--- src/rtl/upstream_speed_handshake.sv ---
module upstream_speed_handshake #(
  parameter int T_SUSP_SE0  = 75,
  parameter int T_FS_SE0    = 3000,
  parameter int T_HS_REVERT = 91875,
  parameter int T_REV_CHECK = 3000,
  parameter int T_CHIRP     = 45000,
  parameter int T_HOST_WAIT = 60000,
  parameter int T_FILT      = 75,
  parameter int MIN_PAIRS   = 3
) (
  input  logic       clk,
  input  logic       rst_n,
  input  logic [1:0] line_state,
  input  logic       suspended,
  output logic       chirp_k,
  output logic       fs_pullup,
  output logic       hs_term,
  output logic       hs_mode
);
  localparam int M1 = (T_SUSP_SE0 > T_FS_SE0) ? T_SUSP_SE0 : T_FS_SE0;
  localparam int M2 = (T_HS_REVERT > T_REV_CHECK) ? T_HS_REVERT : T_REV_CHECK;
  localparam int M3 = (T_CHIRP > T_HOST_WAIT) ? T_CHIRP : T_HOST_WAIT;
  localparam int M4 = (M1 > M2) ? M1 : M2;
  localparam int TMAX = (M4 > M3) ? M4 : M3;
  localparam int CW = $clog2(TMAX + 1);
  localparam int RW = $clog2(T_FILT + 1);
  localparam int PW = $clog2(MIN_PAIRS + 1);
  localparam logic [1:0] LS_SE0 = 2'b00, LS_J = 2'b01, LS_K = 2'b10;

  typedef enum logic [2:0] {S_FS, S_CHIRP, S_WAIT, S_HS, S_REVERT} st_t;

  st_t           st;
  logic [CW-1:0] cnt;
  logic [1:0]    prev_ls;
  logic [RW-1:0] run;
  logic [PW-1:0] pairs;
  logic          seen_k;

  wire           is_se0  = line_state == LS_SE0;
  wire           is_chip = (line_state == LS_J) || (line_state == LS_K);
  wire [CW-1:0]  cnt_nx  = cnt + 1'b1;
  wire [CW-1:0]  fs_thr  = suspended ? CW'(T_SUSP_SE0) : CW'(T_FS_SE0);
  wire           same    = line_state == prev_ls;
  wire           evt     = same && is_chip && (run == RW'(T_FILT - 1));
  wire           j_pair  = evt && (line_state == LS_J) && seen_k;
  wire           got_hs  = j_pair && (pairs == PW'(MIN_PAIRS - 1));

  assign chirp_k   = st == S_CHIRP;
  assign hs_mode   = st == S_HS;
  assign hs_term   = hs_mode;
  assign fs_pullup = !hs_mode;

  always_ff @(posedge clk or negedge rst_n) begin
    if (!rst_n) begin
      st      <= S_FS;
      cnt     <= '0;
      prev_ls <= LS_SE0;
      run     <= '0;
      pairs   <= '0;
      seen_k  <= 1'b0;
    end else begin
      case (st)
        S_FS: begin
          if (!is_se0) cnt <= '0;
          else if (cnt_nx >= fs_thr) begin
            st  <= S_CHIRP;
            cnt <= '0;
          end else cnt <= cnt_nx;
        end
        S_CHIRP: begin
          if (cnt_nx >= CW'(T_CHIRP)) begin
            st      <= S_WAIT;
            cnt     <= '0;
            prev_ls <= LS_SE0;
            run     <= '0;
            pairs   <= '0;
            seen_k  <= 1'b0;
          end else cnt <= cnt_nx;
        end
        S_WAIT: begin
          prev_ls <= line_state;
          if (!same) run <= RW'(1);
          else if (run != RW'(T_FILT)) run <= run + 1'b1;
          if (evt && line_state == LS_K) seen_k <= 1'b1;
          if (j_pair) begin
            seen_k <= 1'b0;
            pairs  <= pairs + 1'b1;
          end
          if (got_hs) begin
            st  <= S_HS;
            cnt <= '0;
          end else if (cnt_nx >= CW'(T_HOST_WAIT)) begin
            st  <= S_FS;
            cnt <= '0;
          end else cnt <= cnt_nx;
        end
        S_HS: begin
          if (!is_se0) cnt <= '0;
          else if (cnt_nx >= CW'(T_HS_REVERT)) begin
            st  <= S_REVERT;
            cnt <= '0;
          end else cnt <= cnt_nx;
        end
        S_REVERT: begin
          if (cnt_nx >= CW'(T_REV_CHECK)) begin
            st  <= is_se0 ? S_CHIRP : S_FS;
            cnt <= '0;
          end else cnt <= cnt_nx;
        end
        default: begin
          st  <= S_FS;
          cnt <= '0;
        end
      endcase
    end
  end
endmodule

--- config.mk ---
export PLATFORM = sky130hd
export DESIGN_NAME = upstream_speed_handshake
export DESIGN_NICKNAME = d
export VERILOG_FILES = /design/src/rtl/upstream_speed_handshake.sv
export SDC_FILE = /design/constraint.sdc
export NUM_CORES = 1
export LEC_CHECK = 0
export CORE_ASPECT_RATIO = 0.75
export CORE_MARGIN = 2
export CORE_UTILIZATION = 40
export DETAILED_ROUTE_END_ITERATION = 8
export DONT_BUFFER_PORTS = 1
export PLACE_DENSITY = 0.6
export SYNTH_ARGS = -nofsm -noshare
export SYNTH_HDL_FRONTEND = slang
export SYNTH_SLANG_ARGS = --single-unit
--- constraint.sdc ---
create_clock -name clk -period 5.57 [get_ports clk]
set_clock_uncertainty 0.05 [all_clocks]
set_input_delay 0.2785 -clock clk [delete_from_list [all_inputs] [get_ports clk]]
set_output_delay 0.2785 -clock clk [all_outputs]
set_load 0.01 [all_outputs]
==> summary.txt <==
Outcome
  – Status: completed

Final layout
  – Most frequent cells in the layout: dfrtp_1 (32), nor2_1 (31), inv_1 (28), ha_1 (17), a21oi_1 (14)
  – Commonest non-fill, non-tap cell in the layout: dfrtp_1
  – Fin nets: 304
  – Layout Cells excl Fill: 361
  – Area delta synth->final: 6.70%
  – Final instance area: about 2600 um^2
  – # fillers: approximately 590
  – Layout cells sized above 1: 0.0777
  – Antenna diodes: 0

Placed design
  – # port buffers: 0
  – Placed Cells: 351
  – GP Congestion: 0.890
  – Area after DPL: between 2000 and 3000 um^2
  – HPWL after DPL: 4390 um

Yosys
  – Post-Synth XOR/XNOR Area: 0.0675
  – Cell variety after synth: between 50 and 60
  – Number of enable flip-flop cells after synthesis: 0
  – Synth warnings: 0
  – Synth Area per Inst: around 8.7 um^2
  – Mux cell area share after synthesis: 0.00813
  – Seq cells post-synth: 32
  – Top cells by area, synth: dfrtp_1 (33%), ha_1 (8.6%), nor2_1 (4.7%), xnor2_1 (4.6%), inv_1 (4.3%)
  – Post-synthesis compound-gate area fraction: 0.202
  – Largest area contributor in the synthesized netlist: dfrtp_1
  – Synthesized area: roughly 2500 um^2
  – Mapped Nets: 305
  – Post-synthesis sequential area ratio: 0.325
  – Synth Flop Type: dfrtp_1
  – Largest family of logic cells by synthesized area: simple AND/OR/NAND/NOR gates
  – Post-synthesis cell count: 283
  – Simple logic cell fraction of the synthesized area: 0.246
  – Top cell type's share of synthesized area: 0.325
  – Ys async rst share: 1.00
  – Post-Synth Adder-Cell Area: 0.0863

Drt
  – Routed Antenna Nets: 0
  – Router iterations before antenna repair: 4
  – M1 wire length: 3000 um
  – WL final: around 5700 um
  – Routed length on met2: 2370 um
  – WL/cell: 15.9 um
  – Via density: between 5 and 6
  – Top sig layer: met4
  – Met3 WL: 317 um
  – Drt drc: 0
  – DRT iter0 DRCs: 170
  – Total number of vias: 2072

Clock network
  – Total CTS buffers: 5
  – CTS H-tree lvls: 2
  – Hold buffer count at CTS: 2
  – Clk sinks: 32
  – CTS max path bufs: 2
  – CTS tree: done
  – Setup Fix Bufs, Post-CTS: 0
  – Skew-Pair Late Insertion Delay: 0.29 ns
  – CTS resizes: 0
  – Clk pin slew, worst setup/hold paths: 0.08 ns
  – Clock Tree Root: clkbuf_8

Pwr
  – Power per Cell Area: 268 nW/um^2
  – Static leakage: 1.13 nW
  – VDD IR max: just over 0.00009 V

Global route
  – Gr ovfl total: 0
  – GRT Util Overall: 0.190
  – Antenna violations before repair: 0
  – Vias in the first global route: a little over 2000
  – Global-route wire length before repair: 10200 um
  – Largest net degree at the start of global routing: 33

Floorplanning
  – Initial Utilization: 0.419
  – Die Y: 72.0 um
  – I/O pin count: 9
  – Chip Width: roughly 95 um
  – Die area: about 6800 um^2
  – Row count: 24
  – Core box area: 5890 um^2

STA
  – RSZ-0062 raised after global routing: no
  – Worst-margin pin slew: just over 1 ns
  – Fin crit period: 4.05 ns
  – Setup TNS: 0 ns
  – Final Hold Viols: 0
  – Slew margin rel.: 0.308
  – Max Transition Viols Final: 0
  – Number of setup violations in the final report: 0
  – Fin crit share: 0.727
  – Max Clk Rate: 247 MHz

Worst hold path
  – Hold WC Path Type: input pin to flip-flop
  – Worst Hold Launch: line_state[1]
  – Hold Path End: prev_ls[1]$_DFFE_PN0P_
  – Worst hold path depth: 2

Setup path
  – R2r endpoint: cnt[9]$_DFF_PN0_
  – WS Path Type: flip-flop to flip-flop
  – CP peak stage delay: ~0.81 ns
  – Startpoint types: flip-flop
  – WP buf/inv: 1
  – Worst Path Max Fanout: 13
  – Slowest stage cell, crit path: a2111oi_4
  – Worst reg-to-reg setup slack: around 1.5 ns
  – Reg2Reg Depth: 14
  – Critical R2R Launch: cnt[0]$_DFF_PN0_
  – Worst EP required: approximately 5.7 ns
  – Critical path's top delay family: compound AO/OA/AOI/OAI gates
  – Setup crit end kind: flip-flop
  – Crit path cell chain: ha_1 > nand4_1 > nor2_1 > xnor2_1 > inv_1 > ha_1 > and4_1 > nand2_1 > o211ai_1 > a31oi_1 > o221ai_1 > o22ai_1 > a2111oi_4 > nor2_1
  – Arr. time, crit path: 4.14 ns

Flow run
  – Total of max-cap violations: 0
## metrics by stage
stage	worst slack (ns)	hold WS (ns)	total power, mW	utilization
after floorplan	2.47	-0.0671	0.476	-
after global placement	1.68	-0.0655	0.511	0.426
after detailed placement	1.55	-0.0655	0.513	0.426
after CTS	1.54	0.175	0.706	0.447
after global routing	0.998	0.211	0.756	0.447
final	1.52	0.180	0.705	0.447
## cells by family after synthesis
logic type,Yosys count
xor+xnor,19
fa+ha+maj,17
flops,32
compound gates,68
mux,2
buf+inv,38
simple gates,107
## area by class of cell
class	instances	area [um^2]	share of cell area
clock buffers	6	82.6	0.0314
inverters	28	105	0.0400
clock inverters	2	10.0	0.00381
well taps	78	97.6	0.0371
repair buffers	2	30.0	0.0114
flip-flops and latches	32	801	0.305
multi-input cells	213	1500	0.572
## registers in the layout, summed over array words and instances, names as in the netlist
register,flops
cnt,17
pairs,2
prev_ls,2
run,7
seen_k,1
st,3
## cell usage after synthesis, types with 2 or more instances
master	number
o31ai_1	3
and3_1	3
a31o_2	2
and2_1	3
nand3_1	12
nor2_1	31
nor4_1	4
nor3_1	11
nand2_1	13
a31oi_1	7
nor4_2	3
dfrtp_1	32
o21ai_0	10
inv_1	28
o21bai_1	2
nand2b_1	4
o211ai_1	2
nand3b_1	2
nand4_1	8
clkbuf_1	3
xor2_1	6
mux2i_1	2
buf_2	5
ha_1	17
and4_1	2
or4_1	3
o22ai_1	5
xnor2_1	13
nor2b_1	2
o21a_1	4
a21oi_1	14
a41oi_1	2
## worst max-delay path by stage
stage | slack, ns | cells after the start | start | endpoint
2_1_floorplan | 2.47 | 14 | cnt[1]$_DFF_PN0_ | st[0]$_DFFE_PN0P_
4_1_cts | 1.54 | 14 | cnt[0]$_DFF_PN0_ | cnt[12]$_DFF_PN0_
3_3_place_gp | 1.68 | 14 | cnt[0]$_DFF_PN0_ | cnt[15]$_DFF_PN0_
5_1_grt | 1.0 | 14 | cnt[0]$_DFF_PN0_ | cnt[11]$_DFF_PN0_
3_5_place_dp | 1.55 | 14 | cnt[0]$_DFF_PN0_ | cnt[12]$_DFF_PN0_
6_report | 1.52 | 14 | cnt[0]$_DFF_PN0_ | cnt[9]$_DFF_PN0_
## worst register-to-register path, cell delays in order (launching register included)
cell and delay [ns]:
dfrtp_1 0.55, ha_1 0.49, nand4_1 0.29, nor2_1 0.20, xnor2_1 0.24, inv_1 0.09, ha_1 0.32, and4_1 0.20
nand2_1 0.06, o211ai_1 0.07, a31oi_1 0.07, o221ai_1 0.17, o22ai_1 0.18, a2111oi_4 0.81, nor2_1 0.09
## layer usage
| metal | track usage | vias up |
|---|---|---|
| met5 | 0 | - |
| met3 | 0.0447 | 7 |
| met4 | 0.0354 | 0 |
| met2 | 0.271 | 50 |
| li1 | - | 1029 |
| met1 | 0.294 | 986 |
## power breakdown
part | internal, mW | switching, mW | leakage (nW)
Combinational | 0.0773 | 0.146 | 0.653
Clock | 0.0986 | 0.0878 | 0.0510
Sequential | 0.258 | 0.0370 | 0.426
No activity file was read; power rests on OpenSTA's default activity.
